==> src/rtl/bus_dvfs_seq.sv <==
module bus_dvfs_seq #(
  parameter int SAMPLE_TICKS = 10_000_000,
  parameter int NMON         = 2,
  parameter int CNT_W        = 16,
  parameter int UP_PCT       = 25,
  parameter int DOWN_DIFF    = 2,
  parameter int RESET_LVL    = 2
) (
  input  logic                    clk,
  input  logic                    rst_n,
  input  logic [NMON*CNT_W-1:0]   mon_beats_i,
  input  logic [NMON*CNT_W-1:0]   mon_cycles_i,
  input  logic [NMON-1:0]         mon_ovf_i,
  input  logic                    suspend_i,
  input  logic                    volt_ack_i,
  input  logic                    clk_ack_i,
  output logic                    sample_o,
  output logic                    volt_req_o,
  output logic [2:0]              volt_lvl_o,
  output logic                    clk_req_o,
  output logic [2:0]              clk_lvl_o,
  output logic [2:0]              cur_level_o
);

  localparam int NLVL     = 5;
  localparam int UW       = CNT_W + 7;
  localparam int TW       = (SAMPLE_TICKS > 1) ? $clog2(SAMPLE_TICKS) : 1;
  localparam int MW       = (NMON > 1) ? $clog2(NMON) : 1;
  localparam int BCW      = $clog2(UW);
  localparam int HOLD_PCT = UP_PCT - DOWN_DIFF;
  localparam int SCALE    = 2 * UP_PCT - DOWN_DIFF;
  localparam int PW       = UW + 20;

  typedef enum logic [2:0] {S_IDLE, S_DIV, S_PICK, S_VFIRST, S_CLK, S_VLAST} st_t;

  function automatic logic [9:0] lvl_mhz(input logic [2:0] l);
    case (l)
      3'd0:    return 10'd266;
      3'd1:    return 10'd200;
      3'd2:    return 10'd160;
      3'd3:    return 10'd133;
      default: return 10'd100;
    endcase
  endfunction

  function automatic logic [UW-1:0] scaled(input logic [CNT_W-1:0] b);
    return UW'(b) * UW'(100);
  endfunction

  function automatic logic [2:0] pick(input logic [2:0] c, input logic [UW-1:0] u);
    logic [PW-1:0] need;
    logic [2:0]    sel;
    need = PW'(lvl_mhz(c)) * PW'(u) * PW'(2);
    sel  = 3'd0;
    for (int k = 0; k < NLVL; k++)
      if (PW'(lvl_mhz(3'(k))) * PW'(SCALE) >= need) sel = 3'(k);
    return sel;
  endfunction

  st_t                   st;
  logic [TW-1:0]         tmr;
  logic [NMON*CNT_W-1:0] beats_q, cyc_q;
  logic [MW-1:0]         mon;
  logic [BCW-1:0]        bitc;
  logic [UW-1:0]         num, quo, umax;
  logic [CNT_W-1:0]      rem;
  logic [2:0]            cur, tgt, vlvl, clvl;
  logic                  vreq, creq, up;

  assign sample_o    = (tmr == TW'(SAMPLE_TICKS - 1));
  assign volt_req_o  = vreq;
  assign clk_req_o   = creq;
  assign volt_lvl_o  = vlvl;
  assign clk_lvl_o   = clvl;
  assign cur_level_o = cur;

  wire [CNT_W-1:0] dvs      = cyc_q[mon*CNT_W +: CNT_W];
  wire [CNT_W:0]   trial    = {rem, num[UW-1]};
  wire             fits     = trial >= {1'b0, dvs};
  wire [UW-1:0]    qnext    = {quo[UW-2:0], fits};
  wire             mon_done = (dvs == '0) || (bitc == BCW'(UW - 1));
  wire [UW-1:0]    mon_util = (dvs == '0) ? num : qnext;
  wire             last_mon = (mon == MW'(NMON - 1));
  wire [MW-1:0]    mon_n    = mon + 1'b1;
  wire [2:0]       choice   = (umax > UW'(UP_PCT))   ? 3'd0 :
                              (umax > UW'(HOLD_PCT)) ? cur  : pick(cur, umax);

  always_ff @(posedge clk or negedge rst_n) begin
    if (!rst_n) begin
      st <= S_IDLE; tmr <= '0; beats_q <= '0; cyc_q <= '0; mon <= '0; bitc <= '0;
      num <= '0; quo <= '0; umax <= '0; rem <= '0;
      cur <= 3'(RESET_LVL); tgt <= 3'(RESET_LVL); vlvl <= 3'(RESET_LVL); clvl <= 3'(RESET_LVL);
      vreq <= 1'b0; creq <= 1'b0; up <= 1'b0;
    end else begin
      tmr <= sample_o ? '0 : tmr + 1'b1;
      case (st)
        S_IDLE: begin
          if (suspend_i) begin
            if (cur != 3'd0) begin
              tgt <= 3'd0; up <= 1'b1; vlvl <= 3'd0; vreq <= 1'b1; st <= S_VFIRST;
            end
          end else if (sample_o && !(|mon_ovf_i)) begin
            beats_q <= mon_beats_i; cyc_q <= mon_cycles_i;
            num <= scaled(mon_beats_i[CNT_W-1:0]);
            mon <= '0; bitc <= '0; rem <= '0; quo <= '0; umax <= '0;
            st <= S_DIV;
          end
        end
        S_DIV: begin
          rem  <= fits ? CNT_W'(trial - {1'b0, dvs}) : trial[CNT_W-1:0];
          num  <= num << 1;
          quo  <= qnext;
          bitc <= bitc + 1'b1;
          if (mon_done) begin
            if (mon_util > umax) umax <= mon_util;
            bitc <= '0; rem <= '0; quo <= '0;
            if (last_mon) st <= S_PICK;
            else begin
              mon <= mon_n;
              num <= scaled(beats_q[mon_n*CNT_W +: CNT_W]);
            end
          end
        end
        S_PICK: begin
          tgt <= choice;
          if (choice == cur) st <= S_IDLE;
          else if (choice < cur) begin
            up <= 1'b1; vlvl <= choice; vreq <= 1'b1; st <= S_VFIRST;
          end else begin
            up <= 1'b0; clvl <= choice; creq <= 1'b1; st <= S_CLK;
          end
        end
        S_VFIRST: if (volt_ack_i) begin
          vreq <= 1'b0; clvl <= tgt; creq <= 1'b1; st <= S_CLK;
        end
        S_CLK: if (clk_ack_i) begin
          creq <= 1'b0;
          if (up) begin cur <= tgt; st <= S_IDLE; end
          else begin vlvl <= tgt; vreq <= 1'b1; st <= S_VLAST; end
        end
        S_VLAST: if (volt_ack_i) begin
          vreq <= 1'b0; cur <= tgt; st <= S_IDLE;
        end
        default: st <= S_IDLE;
      endcase
    end
  end

  logic [TW:0] gap;
  always_ff @(posedge clk or negedge rst_n)
    if (!rst_n) gap <= '0;
    else gap <= sample_o ? '0 : gap + 1'b1;

  p_period_r2: assert property (@(posedge clk) disable iff (!rst_n)
    sample_o |-> gap == (TW+1)'(SAMPLE_TICKS - 1));

  p_drop_ovf_r4: assert property (@(posedge clk) disable iff (!rst_n)
    (st == S_IDLE && sample_o && !suspend_i && (|mon_ovf_i)) |=> (st == S_IDLE && !vreq && !creq));

  p_move_on_ack_r10: assert property (@(posedge clk) disable iff (!rst_n)
    !$stable(cur_level_o) |-> $past(volt_ack_i || clk_ack_i));

  p_one_req_r11: assert property (@(posedge clk) disable iff (!rst_n)
    !(volt_req_o && clk_req_o));

  p_vreq_hold_r11: assert property (@(posedge clk) disable iff (!rst_n)
    (volt_req_o && !volt_ack_i) |=> (volt_req_o && $stable(volt_lvl_o)));

  p_creq_hold_r11: assert property (@(posedge clk) disable iff (!rst_n)
    (clk_req_o && !clk_ack_i) |=> (clk_req_o && $stable(clk_lvl_o)));

  p_supply_safe_r13: assert property (@(posedge clk) disable iff (!rst_n)
    volt_lvl_o <= clk_lvl_o);

  p_suspend_top_r12: assert property (@(posedge clk) disable iff (!rst_n)
    (suspend_i && cur_level_o == 3'd0 && !volt_req_o && !clk_req_o && st == S_IDLE) |=> (!volt_req_o && !clk_req_o));

endmodule

==> config.mk <==
export PLATFORM = sky130hd
export DESIGN_NAME = bus_dvfs_seq
export DESIGN_NICKNAME = d
export VERILOG_FILES = /design/src/rtl/bus_dvfs_seq.sv
export SDC_FILE = /design/constraint.sdc
export NUM_CORES = 1
export LEC_CHECK = 0
export BUFFER_PORTS_ARGS = -buffer_cell sky130_fd_sc_hd__buf_2
export CAP_MARGIN = 20
export CORE_UTILIZATION = 40
export CTS_CLUSTER_SIZE = 20
export DETAILED_ROUTE_END_ITERATION = 8
export HOLD_SLACK_MARGIN = 0.12
export PLACE_DENSITY = 0.55
export SYNTH_ARGS = -nofsm -noshare
export SYNTH_HDL_FRONTEND = slang
export SYNTH_SLANG_ARGS = --single-unit
==> constraint.sdc <==
create_clock -name clk -period 19.8 [get_ports clk]
set_input_delay 0 -clock clk [delete_from_list [all_inputs] [get_ports clk]]
set_output_delay 0 -clock clk [all_outputs]
set_load 0.005 [all_outputs]
Yosys cells after proc, flatten, opt, wreduce, memory -nomap -nowiden
Cells that the tools add are included.
W data, S select, Z words.
- bits in registers: 196
- bits of input ports: 71
- add/sub/neg operators: 4
- multiply operators: 3
- order comparisons: 9
- equality and inequality tests: 29
- shift-type cells: 2
- multiplexer cells: 78
- bitwise gates (word level): 1
- reductions and logical operators: 28
- operators with widths (cell ; number):
    $mux W23 ; 9
    $ge A13 B34 Y1 const A ; 3
    $pmux W23 S2 ; 2
    $mux W3 ; 25
    $mux W16 ; 4
    $shiftx A32 B6 Y16 ; 2
    $gt A23 B5 Y1 const B ; 2
    $pmux W22 S2 ; 1
    $mul A16 B5 Y21 const B ; 2
    $pmux W9 S4 ; 1
    $ge A14 B34 Y1 const A ; 1
    $mul A10 B23 Y33 ; 1
    $pmux W16 S2 ; 1
    $ne A2 B2 Y1 const B ; 15
    $add A24 B1 Y24 const B ; 1
    $eq A24 B24 Y1 const B ; 1
    $mux W24 ; 1
    $gt A23 B23 Y1 ; 1
    $mux W22 ; 1
    $mux W1 ; 18
    $pmux W3 S2 ; 3
    $pmux W3 S6 ; 1
    $ge A17 B16 Y1 ; 1
    $logic_not A16 Y1 ; 1
    32 further kinds ; 56

Logic depth before layout (Yosys ltp)
Gate-level depths: netlist (run 1).
- depth after elaboration: 14
- depth in mapped cells: 34
- mapped depth without buffers: 31

Least setup slack after synthesis (run 1)
OpenSTA, ideal clock, no wires.
- kind: flip-flop to flip-flop
- from: register cur[1] (netlist: cur_level_o[1])
- to: register vlvl[0] (netlist: volt_lvl_o[0])
- library setup time: 132 ps
- arrival time: 7536 ps
- setup slack: 12132 ps
- stages on the path, launching flop included: 33
- path buffers: 4
- cells stage by stage: dfstp_2 buf_6 inv_1 a21oi_1 clkbuf_1 nor2_1 fa_1 fa_1 fa_1 inv_1 fa_1 inv_1 ha_1 clkbuf_1 nand4_1 or2_2 o311a_4 o21ai_0 a31oi_1 xnor2_1 nor4_1 nand4bb_1 nor4b_1 o21ai_1 inv_1 ha_1 and3_1 a21oi_1 o21ai_0 or3_1 clkbuf_1 a21oi_1 o31ai_1
- word-level cells in the longest chain between the ends: 13
- elaborated cells on any way between the ends: 26
- classes of those cells: 1 x mul; 5 x order compare; 7 x eq/ne; 10 x mux; 3 x reduce/logical
- ends and longest elaborated chain (what ; line ; RTL):
    start, declared ; 67 ; logic [2:0] cur, tgt, vlvl, clvl;
    start signal, assigned ; 92 ; cur <= 3'(RESET_LVL); tgt <= 3'(RESET_LVL); vlvl <= 3'(RESET_LVL); clvl <= 3'(RESET_LVL);
    $eq A3 B2 Y1, or another cell as far along ; 37 ; case (l)
    $pmux W9 S4 ; 37 ;
    $mul A10 B23 Y33 ; 53 ; need = PW'(lvl_mhz(c)) * PW'(u) * PW'(2);
    $ge A14 B34 Y1 ; 56 ; if (PW'(lvl_mhz(3'(k))) * PW'(SCALE) >= need) sel = 3'(k);
    $mux W1 ; 56 ;
    $mux W2 (2 in a row) ; 56 ;
    $mux W3 ; 56 ;
    $mux W3 ; 86 ; (umax > UW'(HOLD_PCT)) ? cur : pick(cur, umax);
    $mux W3 ; 85 ; wire [2:0] choice = (umax > UW'(UP_PCT)) ? 3'd0 :
    $lt A3 B3 Y1, or another cell as far along ; 127 ; else if (choice < cur) begin
    $ne A2 B2 Y1 (no source line) or $mux W3 (tied branches) ; - ;
    $reduce_and A7 Y1 (no source line) or $pmux W3 S3 (tied branches) ; - ;
    end signal, assigned ; 92 ;
    end, declared ; 67 ;
Parallel ways exist; a longest one is shown, timed or not. The select of a mux whose other input is x is not followed.
A chain may end at the register's enable or synchronous reset.

Final worst setup path (run 1)
- from: register cur[1] (netlist: cur_level_o[1])
- to: register clvl[2] (netlist: clk_lvl_o[2])
- word-level cells in the longest chain between the ends: 13
- elaborated cells on any way between the ends: 24
- classes of those cells: 1 x mul; 5 x order compare; 6 x eq/ne; 10 x mux; 2 x reduce/logical
- ends and longest elaborated chain (what ; line):
    $eq A3 B2 Y1, or another cell as far along ; 37
    $pmux W9 S4 ; 37
    $mul A10 B23 Y33 ; 53
    $ge A14 B34 Y1 ; 56
    $mux W1 ; 56
    $mux W2 (2 in a row) ; 56
    $mux W3 ; 56
    $mux W3 ; 86
    $mux W3 ; 85
    $lt A3 B3 Y1 or $eq A3 B3 Y1 (tied branches) ; 127, 126
    $ne A2 B2 Y1 (no source line) ; -
    $reduce_and A4 Y1 (no source line) ; -
    end signal, assigned ; 92
    end, declared ; 67
Parallel ways exist; a longest one is shown, timed or not. The select of a mux whose other input is x is not followed.

==> out/qor.yml, run 1 <==
global_routing:
  grtUsageTotal: 0.2055
  grt_pass1_wl_mm: 83.28
  grt_max_degree: 92
  grt_pass1_vias: 16189
  grt-ovfl-total: 0
  antenna_found_initial: 0
cells_and_area:
  final_core_util: 0.4544
  num-nets-final: 2855
  diodes: 0
  fin_area_mm2: 0.02220
  layout-drive-gt1-share: 0.08134
  area_growth_pct: 12.05
timing:
  tns_ns: 0
  relSlewSlack: 0.3120
  clock_skew_ns: 0.02137
  hold_viol: 0
  setup_ws_ns: 10.77
  period_share: 0.4561
  tightest_slew_ns: 1.030
  fin_crit_ns: 9.031
  rsz0062_at_grt: "false"
  finalMaxSlewViolations: 0
  max_freq_mhz: 110.7
  setup_viol: 0
logic_synthesis:
  synth.top_cell.area_share: 0.2400
  synth_seq_area_share: 0.2453
  synth_flop_cell: "dfrtp_1"
  syn_nets: 2745
  synth_edf_count: 0
  yosysWarnings: 0
  async_flop_share: 1.000
  postSynthCellCount: 2299
  ys_ff_latch: 194
  synth_area_leaders: "dfrtp_1, fa_1, ha_1"
  synth_area_per_cell_um2: 8.616
  syn_area_mm2: 0.01981
  post-synth-top-area-cell: "dfrtp_1"
  yosys.cell_types.count: 84
placement:
  io_buffers: 82
  dp_hpwl_mm: 39.72
  gp_congestion: 0.9072
  placedInstanceArea_mm2: 0.02091
  place_ws_ns: 10.81
die:
  core_mm2: 0.04885
  std_cell_rows: 81
  die_area_mm2: 0.05042
  start_util: 0.4055
  io_pins: 83
  die_h_um: 224.5
  fp.dieW_um: 224.5
route:
  wire_per_inst_um: 16.17
  drc: 0
  avgViaCountPerCell: 5.113
  drt_pass1_iterations: 5
  vias: 15780
  wirelength_mm: 49.90
  dr.first_iter.drc_count: 842
  detail-route-antenna-nets: 0
clock_network:
  cts.sinks: 194
  clock_latency_ns: 0.46
  cts_tree: "done"
  ctsRootBufferMaster: "clkbuf_16"
  clkSlewWorstSetupHoldPaths_ns: 0.08
  post-cts-setup-buffer-count: 0
  numCtsBuffers: 17
  clockBufferDepth: 2
  htreeDepth: 4
setup_path:
  worstPathMaxFanout: 28
  endpoint_kind: "flop"
  slowest_stage: "dfstp_2"
  cp.arrival_ns: 9.37
  cp.required_ns: 20.14
  critPathMaxStageDelay_ns: 0.88
  cp-start-kind: "flop"
  setup.worst_path.class: "reg -> reg"
status:
  run_status: "finished clean"
run:
  max_cap_viol_count: 0
hold_path:
  worstHoldPathType: "in -> reg"
[stage by stage]
stage | hold slack (ns) | std cells
after floorplan | -0.2956 | 2299
after global placement | 0.1149 | 2983
after detailed placement | 0.1093 | 2984
after CTS | 0.1421 | 3086
after global routing | 0.1677 | 3086
final | 0.1373 | 3086
[cells by family (layout without fill, tap and decap cells)]
logic type	Yosys count	after routing	share of synthesized area
buffers and inverters	425	548	0.08255
muxes	80	80	0.04238
DFF	194	194	0.2453
adders and majority gates	375	375	0.2930
xor gates and xnor gates	76	76	0.03360
and+or+nand+nor	754	754	0.1714
AOI/OAI and AO/OA	395	395	0.1318
[worst paths after layout]
path	slack, ns	depth (start not counted)	endpoint	startpoint
worst max-delay path	10.77	28	clk_lvl_o[2]$_DFFE_PN0P_	cur_level_o[1]$_DFFE_PN1P_
max in group asynchronous	17.79	4	last_mon$_DFFE_PN0P_	rst_n
min in group asynchronous	0.16	2	volt_lvl_o[0]$_DFFE_PN0P_	rst_n
worst min register to register	0.47	2	beats_q[3]$_DFFE_PN0P_	beats_q[3]$_DFFE_PN0P_
worst min-delay path	0.14	4	quo[1]$_DFFE_PN0P_	mon_ovf_i[0]
worst max register to register	10.77	28	clk_lvl_o[2]$_DFFE_PN0P_	cur_level_o[1]$_DFFE_PN1P_
[flip-flops by register name, indices dropped and copies added, names as in the netlist, 5 cells and up]
| register | flops |
|---|---|
| beats_q | 32 |
| cyc_q | 32 |
| tmr | 24 |
| umax | 23 |
| quo | 22 |
| num | 21 |
| rem | 16 |
| bitc | 5 |
[layout make-up]
| type | instances | area [µm²] |
|---|---|---|
| inverter | 346 | 1299 |
| sequential | 194 | 4861 |
| timing repair buffer | 170 | 1275 |
| clock buffer | 18 | 429.2 |
| fill | 4881 | 26650 |
| tap | 664 | 830.8 |
| multi-input combinational | 1680 | 13340 |
| clock inverter | 14 | 158.9 |
[Yosys cell counts (9+ instances only)]
master and instances:
nor4_1 14, a211oi_1 15, clkbuf_1 58, and2_1 32, fa_1 148, a21o_1 32
a22o_1 21, nand3_1 35, mux2i_1 49, nand2_1 382, o21ai_0 94, o22ai_1 9
nor2_1 120, a21oi_1 95, nand2b_1 16, o31ai_1 28, xnor2_1 42, dfrtp_1 190
buf_2 9, nor2b_1 16, o21a_1 17, inv_1 344, mux2_2 31, ha_1 227
a31oi_1 20, xor2_1 34, nand4_1 26, and3_1 17, o211ai_1 9, nor3_1 67
[per-layer routing]
layer,track usage,share of wire
met1,0.2771,0.48
met2,0.3510,0.48
met3,0.01724,0.019
met4,0.06013,0.021
met5,0,0
[cells in the final DEF, fill, tap and decap left out, types with 70 or more instances in the layout]
master	count
fa_1	148
nand2_1	382
dlygate4sd3_1	70
nor2_1	118
inv_1	344
buf_2	81
a21oi_1	95
ha_1	227
dfrtp_1	189
o21ai_0	94
[timing repair]
item                                    in CTS  in global routing
endpoints found under the setup margin       0                  0
hold buffers                                70                  0
hold endpoints to repair                   162                  0
resized for setup                            0                  0
[worst max-delay path, delay by kind of cell, from the launching register on]
family	cells	cell delay [ns]
AOI/OAI and AO/OA	9	2.26
xor gates and xnor gates	1	0.14
adders and majority gates	6	2.64
and+or+nand+nor	8	2.74
buffers and inverters	4	0.22
DFF	1	0.88
Power of run 1 is left out: the tool's default activity adds up to more than one toggle a clock period on the data nets, which glitch-free logic cannot reach.
==> run 2, diff against run 1 <==
Clock period 19.8 ns to 9.3 ns, I/O delays scaled along.
==> out/qor.yml, run 2 (synthesis results as in run 1) <==
status:
  run_status: "finished clean"
timing:
  relSlewSlack: 0.2869
  clock_skew_ns: 0.01077
  tns_ns: 0
  rsz0062_at_grt: "false"
  max_freq_mhz: 116.1
  tightest_slew_ns: 1.067
  fin_crit_ns: 8.612
  hold_viol: 0
  finalMaxSlewViolations: 0
  period_share: 0.9260
  setup_viol: 0
setup_path:
  crit_buf_inv: 6
  regToRegEndpoint: "st[1]$_DFFE_PN0P_"
  crit_path_frequent_cell: "fa_1"
  crit_start: "cur_level_o[1]$_DFFE_PN1P_"
  worstRegToRegCells: 31
  ff2ff_setup_slack_ns: 0.69
  critPathMaxStageDelay_ns: 0.58
  reg2reg_from: "cur_level_o[1]$_DFFE_PN1P_"
  worstPathMaxFanout: 24
  crit_family: "adder cells"
  setup.worst_path.class: "reg -> reg"
  cp.arrival_ns: 9.01
  cp.required_ns: 9.69
  slowest_stage: "dlygate4sd3_1"
  endpoint_kind: "flop"
  cp-start-kind: "flop"
cells_and_area:
  finalNonFillerCells: 3092
  final_common_cell: "nand2_1"
  area_growth_pct: 12.19
  n_fill_cell: 4833
  reg.largest.list: "beats_q (32), cyc_q (32), tmr (24)"
  diodes: 0
  final_cell_mix: "nand2_1, inv_1, ha_1, dfrtp_1, fa_1"
  num-nets-final: 2861
  layout-drive-gt1-share: 0.08237
global_routing:
  grt_pass1_vias: 16253
  grt_pass1_wl_mm: 83.62
  grt-ovfl-total: 0
  antenna_found_initial: 0
  grt_max_degree: 87
  grtUsageTotal: 0.2079
placement:
  dp.cells: 2988
  gp_congestion: 0.8860
  dp_hpwl_mm: 40.10
  io_buffers: 82
hold_path:
  hold_depth: 4
  min_to: "quo[1]$_DFFE_PN0P_"
  worstHoldStart: "mon_ovf_i[0]"
  worstHoldPathType: "in -> reg"
clock_network:
  cts.sinks: 194
  cts_tree: "done"
  htreeDepth: 4
  post-cts-setup-buffer-count: 0
  clkSlewWorstSetupHoldPaths_ns: 0.08
  holdBufCountCts: 72
  numCtsBuffers: 17
  clockBufferDepth: 2
  ctsResizeCount: 0
  clock_latency_ns: 0.46
  ctsRootBufferMaster: "clkbuf_16"
run:
  max_cap_viol_count: 0
route:
  avgViaCountPerCell: 5.131
  drt_pass1_iterations: 5
  wire_per_inst_um: 16.43
  dr.first_iter.drc_count: 778
  detail-route-antenna-nets: 0
  vias: 15865
  drc: 0
  wirelength_mm: 50.82
die:
  start_util: 0.4055
  die_area_mm2: 0.05042
  io_pins: 83
  std_cell_rows: 81
  fp.dieW_um: 224.5
  die_h_um: 224.5
  core_mm2: 0.04885
## run 2: cell count changes in the layout (fill, tap and decap cells not counted), sizes merged
cell	change
dlygate4sd3	+1
inv	-4
clkinv	-1
buf	+5
bufinv	-1
clkbuf	+4
clkinvlp	+2
## run 2: worst max-delay path by stage
stage                                 to  slack (ns)  cells after the start
6_report               st[1]$_DFFE_PN0P_        0.69                     31
5_1_grt         clk_lvl_o[2]$_DFFE_PN0P_        0.13                     30
4_1_cts         clk_lvl_o[2]$_DFFE_PN0P_        0.71                     30
3_5_place_dp    clk_lvl_o[2]$_DFFE_PN0P_        0.73                     30
3_3_place_gp    clk_lvl_o[2]$_DFFE_PN0P_        0.97                     29
2_1_floorplan  volt_lvl_o[0]$_DFFE_PN0P_        1.63                     32
## run 2: stage by stage
stage	instance area, µm²	worst slack (ns)	hold WS (ns)	util
2_1_floorplan	19810	1.632	-0.2956	-
3_3_place_gp	20910	0.9683	0.009699	0.4281
3_5_place_dp	20930	0.7301	0.01032	0.4284
4_1_cts	22220	0.7111	0.1257	0.4549
5_1_grt	22220	0.1298	0.1514	0.4549
6_report	22220	0.6882	0.1462	0.4549
## run 2: final cells by class
class | count | area (µm²) | share of cell area
clock buffers | 22 | 464.2 | 0.02089
inverters | 346 | 1299 | 0.05844
multi-input cells | 1680 | 13340 | 0.6004
repair buffers | 176 | 1330 | 0.05985
well taps | 664 | 830.8 | 0.03738
clock inverters | 10 | 96.34 | 0.004335
flip-flops and latches | 194 | 4861 | 0.2187
## run 2: layer usage
metal | routed length [µm] | vias to the layer above | track usage | share of wire
met5 | 0 | - | 0 | 0
met4 | 1183 | 0 | 0.06671 | 0.023
met3 | 1674 | 54 | 0.02547 | 0.033
met2 | 24500 | 279 | 0.3528 | 0.48
met1 | 23460 | 7654 | 0.2750 | 0.46
li1 | - | 7878 | - | -
## run 2: worst min-delay path, delay by kind of cell
kind | cells | cell delay, ns
buffers and inverters | 1 | 0.08
AND/OR/NAND/NOR | 3 | 0.49
Power of run 2 is left out for the same reason.
